File: src/rtl/ohz_pkg.sv
// Package: shared widths, state bit positions and legal state codes for the
// one-hot-plus-zero sequencer. Assumes a four-bit register with idle = 0000.
package ohz_pkg;

    localparam int unsigned ST_W = 4;

    // Bit ownership of each working state.
    localparam int unsigned B_LOAD = 0;
    localparam int unsigned B_OPER = 1;
    localparam int unsigned B_DONE = 2;
    localparam int unsigned B_HOLD = 3;

    typedef logic [ST_W-1:0] st_t;

    // Steady codes.
    localparam st_t C_IDLE = 4'b0000;
    localparam st_t C_LOAD = 4'b0001;
    localparam st_t C_OPER = 4'b0010;
    localparam st_t C_DONE = 4'b0100;
    localparam st_t C_HOLD = 4'b1000;

    // Hand-over codes: origin and destination set together.
    localparam st_t C_L2O = 4'b0011;
    localparam st_t C_O2D = 4'b0110;
    localparam st_t C_D2H = 4'b1100;

endpackage

File: src/rtl/ohz_next.sv
// Module: next-state logic. Each steady working state first sets its
// successor's bit while keeping its own, and clears its own bit one cycle
// later. Any code outside the legal set falls back to idle.
// Assumes start is already debounced and cnt_full is synchronous to clk.
module ohz_next
    import ohz_pkg::*;
(
    input  st_t  cur,
    input  logic start,
    input  logic cnt_full,
    output st_t  nxt
);

    // Purpose: choose the next code from the current code and the inputs.
    always_comb begin
        unique case (cur)
            C_IDLE:  nxt = start ? C_LOAD : C_IDLE;
            C_LOAD:  nxt = C_L2O;
            C_L2O:   nxt = C_OPER;
            C_OPER:  nxt = cnt_full ? C_O2D : C_OPER;
            C_O2D:   nxt = C_DONE;
            C_DONE:  nxt = C_D2H;
            C_D2H:   nxt = C_HOLD;
            C_HOLD:  nxt = start ? C_HOLD : C_IDLE;
            default: nxt = C_IDLE;
        endcase
    end

endmodule

File: src/rtl/ohz_state_reg.sv
// Module: the state register, one flip-flop per state bit, with a
// synchronous active-low sanity reset to the all-zero idle code.
module ohz_state_reg
    import ohz_pkg::*;
#(
    parameter int unsigned WIDTH = ST_W
)(
    input  logic             clk,
    input  logic             rst_n,
    input  logic [WIDTH-1:0] d,
    output logic [WIDTH-1:0] q
);

    for (genvar i = 0; i < WIDTH; i++) begin : g_bit
        // Purpose: hold one state bit, cleared by the sanity reset.
        always_ff @(posedge clk) begin
            if (!rst_n) q[i] <= 1'b0;
            else        q[i] <= d[i];
        end
    end

endmodule

File: src/rtl/ohz_outputs.sv
// Module: output forming. Unconditional outputs are single state bits;
// the conditional subtract strobe is one input ANDed with one state bit.
// Assumes the load bit drives both active-low strobes.
module ohz_outputs
    import ohz_pkg::*;
(
    input  st_t  q,
    input  logic sub_sel,
    output logic load_cnt_n,
    output logic clear_acc_n,
    output logic shift_en,
    output logic done,
    output logic sub_mode
);

    // Purpose: unconditional outputs taken straight from state bits.
    always_comb begin
        load_cnt_n  = ~q[B_LOAD];
        clear_acc_n = ~q[B_LOAD];
        shift_en    = q[B_OPER];
        done        = q[B_DONE];
    end

    // Purpose: conditional strobe, valid in the same cycle as sub_sel.
    always_comb sub_mode = sub_sel & q[B_LOAD];

endmodule

File: src/rtl/ohz_ctrl.sv
// Module: top of the one-hot-plus-zero serial adder/subtractor sequencer.
// Connects next-state logic, state register and output forming, and
// carries the assertions on the encoding and sequencing.
module ohz_ctrl
    import ohz_pkg::*;
(
    input  logic            clk,
    input  logic            rst_n,
    input  logic            start,
    input  logic            sub_sel,
    input  logic            cnt_full,
    output logic            load_cnt_n,
    output logic            clear_acc_n,
    output logic            shift_en,
    output logic            done,
    output logic            sub_mode,
    output logic [ST_W-1:0] state_q
);

    st_t cur;
    st_t nxt;

    ohz_next u_next (
        .cur      (cur),
        .start    (start),
        .cnt_full (cnt_full),
        .nxt      (nxt)
    );

    ohz_state_reg #(.WIDTH(ST_W)) u_reg (
        .clk   (clk),
        .rst_n (rst_n),
        .d     (nxt),
        .q     (cur)
    );

    ohz_outputs u_out (
        .q           (cur),
        .sub_sel     (sub_sel),
        .load_cnt_n  (load_cnt_n),
        .clear_acc_n (clear_acc_n),
        .shift_en    (shift_en),
        .done        (done),
        .sub_mode    (sub_mode)
    );

    always_comb state_q = cur;

    AST_SANITY_CLEARS: assert property (@(posedge clk) !rst_n |=> cur == C_IDLE);
    AST_LOAD_ENTRY: assert property (@(posedge clk) disable iff (!rst_n)
        (cur == C_IDLE && start) |=> cur == C_LOAD);
    AST_MAX_TWO_ONES: assert property (@(posedge clk) disable iff (!rst_n)
        $countones(cur) <= 2);
    AST_OVERLAP_NONZERO: assert property (@(posedge clk) disable iff (!rst_n)
        ($countones(cur) == 2) |=> cur != C_IDLE);
    AST_OPER_WAITS: assert property (@(posedge clk) disable iff (!rst_n)
        (cur == C_OPER && !cnt_full) |=> cur == C_OPER);
    AST_DONE_AFTER_SHIFT: assert property (@(posedge clk) disable iff (!rst_n)
        $rose(done) |-> $past(shift_en));
    AST_HOLD_WAITS: assert property (@(posedge clk) disable iff (!rst_n)
        (cur == C_HOLD && start) |=> cur == C_HOLD);

endmodule

File: config.mk
export PLATFORM = sky130hd
export DESIGN_NAME = ohz_ctrl
export DESIGN_NICKNAME = d
export VERILOG_FILES = /design/src/rtl/ohz_pkg.sv /design/src/rtl/ohz_next.sv /design/src/rtl/ohz_state_reg.sv /design/src/rtl/ohz_outputs.sv /design/src/rtl/ohz_ctrl.sv
export SDC_FILE = /design/constraint.sdc
export NUM_CORES = 1
export LEC_CHECK = 0
export BUFFER_PORTS_ARGS = -buffer_cell sky130_fd_sc_hd__buf_2
export CELL_PAD_IN_SITES_DETAIL_PLACEMENT = 1
export CELL_PAD_IN_SITES_GLOBAL_PLACEMENT = 1
export CORE_AREA = 4 4 41 43
export CTS_CLUSTER_DIAMETER = 40
export DETAILED_ROUTE_END_ITERATION = 16
export DIE_AREA = 0 0 45 47
export HOLD_SLACK_MARGIN = 0.1
export PLACE_DENSITY_LB_ADDON = 0.2
export RECOVER_POWER = 25
export SLEW_MARGIN = 15
export SYNTH_ARGS = -nofsm -noshare
export SYNTH_HDL_FRONTEND = slang
export SYNTH_SLANG_ARGS = --single-unit
File: constraint.sdc
create_clock -name clk -period 1.1 [get_ports clk]
set_input_delay 0.22 -clock clk [delete_from_list [all_inputs] [get_ports clk]]
set_output_delay 0.22 -clock clk [all_outputs]
set_load 0.02 [all_outputs]
Word level (Yosys, flattened, before mapping)
Cells that the tools add are included.
{"block": "op_classes", "reduce_logical": 1, "mux": 4, "n_bitwise": 2, "eq_ne": 7}
{"op": "4-bit one-hot mux with 8 select lines", "count": 1}
{"op": "4-bit by 2-bit == test with 1-bit output, second input constant", "count": 2}
{"op": "4-bit by 3-bit == test with 1-bit output, second input constant", "count": 2}
{"op": "4-bit == test, second input constant", "count": 2}
{"op": "4-bit by 1-bit == test with 1-bit output, second input constant", "count": 1}
{"op": "4-bit logical NOT", "count": 1}
{"op": "4-bit 2-to-1 mux", "count": 1}
{"op": "3-bit 2-to-1 mux", "count": 1}
{"op": "1-bit bitwise AND", "count": 1}
{"op": "1-bit 2-to-1 mux", "count": 1}
{"op": "1-bit NOT", "count": 1}
{"block": "word_totals", "output_inout_bits": 9, "reg_bits": 4, "elab_cells": 18}

Longest topological paths before layout
Gate-level depths: netlist of the first run.
{"block": "logic_depth", "ltp_word": 2, "mapped_depth": 2, "depth_no_buf": 2}

Modules after synthesis
From an unflattened synthesis of the first run, not the netlist that was laid out.
{"block": "hier_totals", "cells_unflattened": 21, "area_unflattened_um2": 182.7}
{"module": "ohz_state_reg", "area_per_inst_um2": 105.1, "n_inst": 1, "cells_per_inst": 8}
{"module": "ohz_next", "area_per_inst_um2": 45.0, "n_inst": 1, "cells_per_inst": 8}
{"module": "ohz_outputs", "area_per_inst_um2": 32.5, "n_inst": 1, "cells_per_inst": 5}

Worst setup path after synthesis of the first run
Ideal clock, no wire load.
{"block": "synth_timing", "kind": "register -> output", "startpoint": "register u_reg.q[0]", "endpoint": "output load_cnt_n", "required_ns": 0.880, "t_arrival_ns": 0.854, "path_stages_with_launch": 3, "slack_ns": 0.026, "path_cell_list": "dfxtp_1 inv_1 buf_4"}
{"block": "synth_between", "elab_chain_cells": 1}
{"element": "start, declared", "line_no": "ohz_state_reg.sv:11", "text": "output logic [WIDTH-1:0] q"}
{"element": "start signal, assigned by index", "line_no": "ohz_state_reg.sv:18", "text": "else q[i] <= d[i];"}
{"element": "1-bit NOT"}
{"element": "end, declared", "line_no": "ohz_ctrl.sv:12", "text": "output logic load_cnt_n,"}
No other way between the ends.

Worst setup path after layout of the first run
{"block": "layout_timing", "startpoint": "register u_reg.q[0]", "endpoint": "output sub_mode"}
{"block": "layout_between", "elab_chain_cells": 1}
{"element": "1-bit bitwise AND", "line_no": "ohz_outputs.sv:25", "text": "always_comb sub_mode = sub_sel & q[B_LOAD];"}
{"element": "end, declared", "line_no": "ohz_ctrl.sv:16", "text": "output logic sub_mode,"}
No other way between the ends.

==> impl_metrics.csv, run 1 <==
group,metric,value,unit
setup_path,rrSetupSlack,150,ps
layout,largest_reg_flops,4,
die,die_w,45,um
power,power_leakage,0.1378,nW
layout,final_area,267.8,um^2
placed_design,dp_cells,43,
drt,route.detailed.drc,0,
setup_path,path_class,"reg -> out",
cts,h-tree-depth,1,
setup_path,cp.arrival,850,ps
timing,worst_slew_pin_slew,206.8,ps
die,fp-row-count,13,
synth,synth_fa_ha_area_frac,0,
die,fp.dieArea,2115,um^2
synth,syn_inst,18,
power,switching_share,0.3022,
drt,postRouteAntennaNets,0,
job,maxCapViolCount,0,
synth,syn-cell-area,170.2,um^2
cts,clockBufferDepth,2,
setup_path,endpoint_kind,"output port",
synth,synth_top_family_by_area,"simple AND/OR/NAND/NOR gates",
power,p_switching,141.2,uW
placed_design,gp_congestion,0.7287,
layout,layout-drive-gt1-share,0.6452,
layout,mostFrequentLayoutCells,"buf_2, nor2_1, clkbuf_4, a21oi_1, dfxtp_1",
power,clkPwrFrac,0.388,
synth,synth_compound_area_frac,0.05882,
cts,postCtsHoldBufs,0,
power,comb_power_share,0.233,
timing,fmax,0.9380,GHz
synth,synth_warnings,0,
cts,cts_buffers,3,
synth,synth_top_cell_by_area,"dfxtp_1",
synth,synth.area.mux_share,0,
power,total_power,467.3,uW
outcome,outcome,"completed",
layout,area_growth,57.35,%
timing,finalSetupTns,0,ps
die,start_util,0.1308,
hold_path,holdPathStages,3,
die,die_h,47,um
synth,syn-num-nets,23,
cts,path_clk_slew,40,ps
timing,finalSetupViolCount,0,
die,core-area,1301,um^2
layout,top_register,"u_reg.q",
hold_path,hold-path-endpoint,"u_reg.q[0]$_SDFF_PN0_",
layout,final_cells,46,
placed_design,portBuffers,13,
power,internal_power,326.1,uW
timing,finalMaxSlewViolations,0,
power,power_per_cell_area,1745,nW/um^2
synth,synth_area_leaders,"dfxtp_1, buf_4, nor2_1",
synth,synth_cell_types,10,
hold_path,hp-class,"in -> reg",
timing,rsz0062_at_grt,"yes",
timing,finalHoldViolCount,0,
timing,slew_headroom,0.8602,
grt,antenna_found_initial,0,
grt,grt_use_total,0.05683,
timing,period_share,0.9692,
synth,syn_area_per_cell,9.454,um^2
power,peakVddDrop,0.0005397,V
timing,clock_skew,6.777,ps
drt,num_vias,171,
layout,layout_commonest_cell,"buf_2",
setup_path,critical_path_required,880,ps
cts,cts_resized,4,
drt,drt_iter0_markers,5,
grt,grt-ovfl-total,0,
grt,grt_pass1_vias,159,
setup_path,cp_max_fo,6,
cts,cts.sinks,4,
drt,wl_per_cell,9.957,um
setup_path,timing.rr.end,"u_reg.q[0]$_SDFF_PN0_",
timing,period_needed,1066,ps
synth,ys_ff_latch,4,
synth,synth-simple-area-share,0.3162,
setup_path,reg2reg_depth,2,
synth,synth_xor_area_frac,0,
cts,cts_tree,"yes",
drt,first_pass_iters,4,
cts,clock_latency,240,ps
power,p_seq_frac,0.378,
grt,grt_pass1_wl,717,um
hold_path,hold_start,"start",
setup_path,rr_startpoint,"u_reg.q[2]$_SDFF_PN0_",
drt,avgViaCountPerCell,3.717,
setup_path,worst_setup_path_start_kind,"flop",
placed_design,place_area,231.5,um^2
die,ios,14,
grt,grt_start_max_net_pins,7,
cts,root_buffer,"clkbuf_4",
layout,fin_nets,38,
cts,post_cts_buffers,0,
synth,synth_seq_area_share,0.4706,
drt,drt-total-wl,458,um
synth,synth_top_cell_area_share,0.4706,
layout,largest_registers,"u_reg.q x4",
layout,n_antenna_cell,0,
[worst max-delay path, cell delays in order, from the launching register on]
cell	delay (ps)
dfxtp_4	350
and2_4	140
buf_6	120
[metrics by stage]
| step | setup WS [ps] | hold WS (ps) | utilization |
|---|---|---|---|
| finish | 33.88 | 245.7 | 0.2058 |
| global route | -2.533 | 263.7 | 0.2058 |
| CTS | 7.428 | 234.0 | 0.2029 |
| detailed placement | 155.6 | 471.1 | 0.1779 |
| global placement | 163.1 | 460.2 | 0.1779 |
| floorplan | 25.65 | 365.5 | - |
[cell type report]
| cell class | count | area, um^2 |
|---|---|---|
| Clock buffer | 3 | 22.52 |
| Fill cell | 170 | 1033 |
| Inverter | 1 | 3.754 |
| Multi-Input combinational cell | 10 | 66.31 |
| Sequential cell | 4 | 85.08 |
| Tap cell | 15 | 18.77 |
| Timing Repair Buffer | 13 | 71.32 |
[per-layer routing]
layer | part of all wire | track usage | routed length, um | vias up
li1 | - | - | - | 84
met1 | 0.36 | 0.04762 | 166 | 79
met2 | 0.52 | 0.07627 | 236 | 8
met3 | 0.12 | 0.06897 | 55 | 0
met4 | 0 | 0.03509 | 0 | 0
met5 | 0 | 0 | 0 | -
[kinds of logic (layout without fill, tap and decap cells)]
group / count (synthesis) / after routing
simple gates: 8 / 8
flops: 4 / 4
buf+inv: 4 / 17
compound gates: 2 / 2
[power groups by stage]
stage          sequential (mW)  clock, mW  combinational [mW]
4_1_cts                  0.176      0.194               0.109
3_5_place_dp             0.177          0               0.105
3_3_place_gp             0.177          0               0.106
6_report                 0.177      0.181               0.109
5_1_grt                  0.180      0.210               0.117
2_1_floorplan            0.189          0              0.0630
[worst max-delay path by stage]
stage	start	endpoint	cells past startpoint
2_1_floorplan	u_reg.q[0]$_SDFF_PN0_	load_cnt_n	2
3_3_place_gp	u_reg.q[2]$_SDFF_PN0_	u_reg.q[0]$_SDFF_PN0_	2
3_5_place_dp	u_reg.q[2]$_SDFF_PN0_	u_reg.q[0]$_SDFF_PN0_	2
4_1_cts	u_reg.q[0]$_SDFF_PN0_	sub_mode	2
5_1_grt	u_reg.q[0]$_SDFF_PN0_	sub_mode	2
6_report	u_reg.q[0]$_SDFF_PN0_	sub_mode	2
[synth_stat cells]
master and number:
a21oi_1 2, and2_1 1, and3b_1 1, buf_4 3, dfxtp_1 4, inv_1 1
nor2_1 3, nor3_2 1, nor4b_1 1, or3b_1 1
No activity file was read; power rests on OpenSTA's default activity.
==> inputs of run 2 (changes only) <==
--- a/config.mk
+++ b/config.mk
@@ -5,13 +5,13 @@
 export SDC_FILE = /design/constraint.sdc
 export NUM_CORES = 1
 export LEC_CHECK = 0
-export BUFFER_PORTS_ARGS = -buffer_cell sky130_fd_sc_hd__buf_2
 export CELL_PAD_IN_SITES_DETAIL_PLACEMENT = 1
 export CELL_PAD_IN_SITES_GLOBAL_PLACEMENT = 1
 export CORE_AREA = 4 4 41 43
 export CTS_CLUSTER_DIAMETER = 40
 export DETAILED_ROUTE_END_ITERATION = 16
 export DIE_AREA = 0 0 45 47
+export DONT_BUFFER_PORTS = 1
 export HOLD_SLACK_MARGIN = 0.1
 export PLACE_DENSITY_LB_ADDON = 0.2
 export RECOVER_POWER = 25
==> impl_metrics.csv, run 2 (same netlist as run 1, synthesis figures left out) <==
group,metric,value,unit
setup_path,critical_path_required,880,ps
setup_path,rrSetupSlack,130,ps
setup_path,crit_path_cell_trace,"inv_1",
drt,first_pass_iters,1,
cts,root_buffer,"clkbuf_4",
timing,finalMaxSlewViolations,0,
power,peakVddDrop,0.0006539,V
setup_path,crit_slowest_cell,"dfxtp_2",
timing,finalHoldViolCount,0,
drt,top_layer_used,"met3",
cts,cts_tree,"yes",
placed_design,portBuffers,0,
layout,fillers,164,
drt,drt-total-wl,404,um
placed_design,hpwl,331.1,um
power,total_power,449.1,uW
layout,n_antenna_cell,0,
setup_path,path_class,"reg -> out",
power,power_per_cell_area,1951,nW/um^2
die,start_util,0.1308,
layout,largest_reg_flops,4,
setup_path,worst_setup_path_start_kind,"flop",
layout,largest_registers,"u_reg.q x4",
drt,postRouteAntennaNets,0,
drt,wl_met2,219,um
drt,avgViaCountPerCell,3.789,
grt,grt_pass1_vias,159,
timing,period_share,0.9650,
timing,fmax,0.9421,GHz
layout,fin_nets,30,
setup_path,crit_family,"flip-flops",
die,die_h,47,um
grt,grt_use_total,0.04743,
timing,finalSetupViolCount,0,
timing,fin_ws,38.50,ps
timing,hold_slack,133.0,ps
cts,cts.sinks,4,
timing,clock_skew,3.491,ps
layout,mostFrequentLayoutCells,"nor2_1, clkbuf_4, buf_4, dfxtp_1, a21oi_1",
outcome,outcome,"completed",
cts,clockBufferDepth,2,
die,core-area,1301,um^2
drt,wl_per_cell,10.63,um
die,fp.dieArea,2115,um^2
timing,worst_slew_pin_slew,338.0,ps
power,power_leakage,0.1037,nW
setup_path,cpPeakStageDelay,340,ps
layout,seq_area,81.33,um^2
cts,cts_buffers,3,
grt,grt_pass1_wl,669,um
setup_path,cp.arrival,840,ps
grt,grt-ovfl-total,0,
cts,path_clk_slew,40,ps
cts,h-tree-depth,1,
layout,multi_input_comb_area,65.06,um^2
drt,wl_met3,22,um
grt,grt_start_max_net_pins,7,
setup_path,path_buf_inv,1,
cts,clock_latency,230,ps
die,die_w,45,um
die,fp-row-count,13,
timing,period_needed,1061,ps
layout,area_growth,35.29,%
die,ios,14,
grt,antenna_found_initial,0,
timing,slew_headroom,0.7744,
drt,num_vias,144,
job,maxCapViolCount,0,
layout,top_register,"u_reg.q",
layout,layout-drive-gt1-share,0.4783,
drt,route.detailed.drc,0,
timing,rsz0062_at_grt,"no",
placed_design,gp_congestion,0.6762,
placed_design,pre_cts_ws,142.8,ps
drt,drt_iter0_markers,0,
setup_path,cp_max_fo,6,
setup_path,endpoint_kind,"output port",
hold_path,hp-class,"in -> reg",
timing,finalSetupTns,0,ps
drt,drt-met1-wl,161,um
## run 2: changes by cell type in the layout (fill, tap and decap cells not counted)
cell / delta
and2_2: +1
and2_4: -1
buf_2: -12
buf_4: +3
clkbuf_2: +1
dfxtp_1: +1
dfxtp_4: -1
## run 2: power by group
part	leakage [nW]	internal (mW)	switching (mW)	total, mW
clock	0.0138	0.122	0.0585	0.180
combinational	0.0568	0.0337	0.0592	0.0929
sequential	0.0331	0.160	0.0162	0.176
## run 2: stage by stage
step	std cells	utilization	area (um^2)
2_1_floorplan	18	-	170.2
3_3_place_gp	35	0.1567	203.9
3_5_place_dp	35	0.1567	203.9
4_1_cts	38	0.1760	229.0
5_1_grt	38	0.1769	230.2
6_report	38	0.1769	230.2
## run 2: cell type report
class,count,area share
inverters,1,0.01630
well taps,15,0.08152
clock buffers,3,0.09783
flip-flops and latches,4,0.3533
multi-input cells,10,0.2826
repair buffers,5,0.1685
## run 2: worst paths after layout
path,start,end,cells after the start
max,u_reg.q[0]$_SDFF_PN0_,clear_acc_n,1
min,start,u_reg.q[0]$_SDFF_PN0_,2
max reg2reg,u_reg.q[2]$_SDFF_PN0_,u_reg.q[0]$_SDFF_PN0_,2
min reg2reg,u_reg.q[0]$_SDFF_PN0_,u_reg.q[2]$_SDFF_PN0_,1
## run 2: repair_timing
action,in CTS,in global routing
buffers inserted,0,0
endpoints found under the setup margin,3,2
hold buffers,0,0
gates resized for setup,2,1
## run 2: metal layers
layer / up-vias / track usage
met5: - / 0
met4: 0 / 0.03509
met3: 0 / 0.03448
met2: 6 / 0.07910
met1: 69 / 0.03872
li1: 69 / -
==> inputs of run 3 (changes only) <==
--- a/config.mk
+++ b/config.mk
@@ -5,6 +5,7 @@
 export SDC_FILE = /design/constraint.sdc
 export NUM_CORES = 1
 export LEC_CHECK = 0
+export CAP_MARGIN = 20
 export CELL_PAD_IN_SITES_DETAIL_PLACEMENT = 1
 export CELL_PAD_IN_SITES_GLOBAL_PLACEMENT = 1
 export CORE_AREA = 4 4 41 43
@@ -18,4 +19,5 @@
 export SLEW_MARGIN = 15
 export SYNTH_ARGS = -nofsm -noshare
 export SYNTH_HDL_FRONTEND = slang
+export SYNTH_HIERARCHICAL = 1
 export SYNTH_SLANG_ARGS = --single-unit
==> impl_metrics.csv, run 3 <==
group,metric,value,unit
setup_path,cp.arrival,830,ps
setup_path,rrSetupSlack,250,ps
grt,antenna_found_initial,0,
grt,grt-ovfl-total,0,
cts,cts_tree,"yes",
synth,synth_top_cell_area_share,0.4384,
synth,syn-cell-area,182.7,um^2
timing,period_share,0.9512,
drt,drt-total-wl,458,um
placed_design,dp_cells,38,
layout,layout_commonest_cell,"buf_4",
drt,drt_iter0_markers,2,
synth,synth_common_cells,"and2_1, dfxtp_1, buf_4, nor3_1",
grt,grt_use_total,0.05775,
outcome,outcome,"completed",
timing,hold_slack,273.6,ps
placed_design,gp_congestion,0.6190,
synth,syn_inst,21,
cts,path_clk_slew,40,ps
setup_path,path_buf_inv,0,
timing,clock_skew,3.086,ps
layout,mostFrequentLayoutCells,"buf_4, clkbuf_4, nor3_1, and2_1",
cts,root_buffer,"clkbuf_4",
setup_path,path_class,"reg -> out",
synth,ys.flop_type,"dfxtp_1",
cts,h-tree-depth,1,
synth,synth.most_common_cell,"and2_1",
grt,grt_pass1_wl,765,um
synth,ys_ff_latch,4,
drt,num_vias,176,
layout,fin_nets,35,
die,die_h,47,um
drt,first_pass_iters,2,
cts,cts.sinks,4,
layout,layout-drive-gt1-share,0.4643,
synth,syn_area_per_cell,8.699,um^2
drt,wl_per_cell,10.65,um
synth,synth_warnings,6,
die,die_w,45,um
die,core-area,1301,um^2
layout,n_antenna_cell,0,
die,start_util,0.1404,
layout,area_growth,44.52,%
hold_path,hp-class,"in -> reg",
power,power_per_cell_area,1784,nW/um^2
cts,clock_latency,240,ps
timing,worst_slew_pin_slew,213.0,ps
timing,period_needed,1046,ps
layout,utilization,0.2029,
layout,top_register,"u_reg/q",
timing,finalHoldViolCount,0,
cts,clockBufferDepth,2,
placed_design,hpwl,353.4,um
synth,synth_seq_area_share,0.4384,
drt,avgViaCountPerCell,4.093,
timing,fin_ws,53.67,ps
timing,slew_headroom,0.8567,
synth,synth_top_cell_by_area,"dfxtp_1",
placed_design,place_area,216.5,um^2
synth,synth_cell_types,8,
layout,largest_registers,"u_reg/q x4",
layout,largest_reg_flops,4,
power,power_leakage,0.1101,nW
timing,rsz0062_at_grt,"no",
synth,async_flop_share,0,
cts,post_cts_buffers,0,
setup_path,crit_family,"flip-flops",
timing,finalMaxSlewViolations,0,
drt,route.detailed.drc,0,
power,peakVddDrop,0.0005277,V
timing,fmax,0.9557,GHz
timing,finalSetupTns,0,ps
die,fp.dieArea,2115,um^2
synth,syn-num-nets,26,
setup_path,endpoint_kind,"output port",
grt,grt_pass1_vias,171,
die,ios,14,
synth,synth_area_leaders,"dfxtp_1, and2_1, buf_4",
synth,synth_edf_count,0,
grt,grt_start_max_net_pins,8,
placed_design,pre_cts_ws,189.6,ps
layout,final_area,264.0,um^2
setup_path,worst_setup_path_start_kind,"flop",
setup_path,cpPeakStageDelay,380,ps
drt,postRouteAntennaNets,0,
placed_design,portBuffers,0,
cts,cts_buffers,3,
job,maxCapViolCount,0,
power,total_power,471.0,uW
die,fp-row-count,13,
setup_path,crit_slowest_cell,"dfxtp_4",
setup_path,critical_path_required,880,ps
setup_path,cp_max_fo,7,
setup_path,crit_path_cell_trace,"and2_2",
layout,final_cells,43,
timing,finalSetupViolCount,0,
-- run 3: kinds of logic (layout without fill, tap and decap cells) --
logic type | Yosys count | count (layout) | share of synthesized area
AOI/OAI and AO/OA | 2 | 2 | 0.05480
and+or+nand+nor | 11 | 11 | 0.3630
buffers and inverters | 4 | 11 | 0.1438
DFF | 4 | 4 | 0.4384
-- run 3: final cells by class --
class | count | area [um^2]
Timing Repair Buffer | 7 | 57.56
Inverter | 1 | 7.507
Sequential cell | 4 | 86.33
Fill cell | 166 | 1037
Clock buffer | 3 | 22.52
Multi-Input combinational cell | 13 | 71.32
Tap cell | 15 | 18.77
-- run 3: path summary, 6_finish.rpt --
kind              cells past startpoint                  start                     to
setup reg to reg                      3  u_reg/q[3]$_SDFF_PN0_  u_reg/q[3]$_SDFF_PN0_
hold / removal                        3                  start  u_reg/q[0]$_SDFF_PN0_
setup / recovery                      1  u_reg/q[0]$_SDFF_PN0_               sub_mode
hold reg to reg                       2  u_reg/q[1]$_SDFF_PN0_  u_reg/q[0]$_SDFF_PN0_
-- run 3: tightest hold or removal path: cells and delay by family --
kind	cells	cell delay [ps]
AND/OR/NAND/NOR	3	250
-- run 3: metal layers --
metal	global-route usage	vias up	part of all wire	routed length [um]
li1	-	82	-	-
met1	0.05936	79	0.36	167
met2	0.06780	15	0.40	182
met3	0.07663	0	0.24	108
met4	0.01754	0	0	0
met5	0	-	0	0
-- run 3: timing repair --
action                                  CTS  global route
resized for setup                         2             4
endpoints found under the setup margin    3             6
pin swaps                                 0             0
hold buffers                              2             0
hold endpoints to repair                  3             0
-- run 3: power by group --
group | switching (mW) | leakage (nW) | internal [mW]
clock | 0.0652 | 0.0138 | 0.122
sequential | 0.0197 | 0.0342 | 0.161
combinational | 0.0610 | 0.0621 | 0.0416
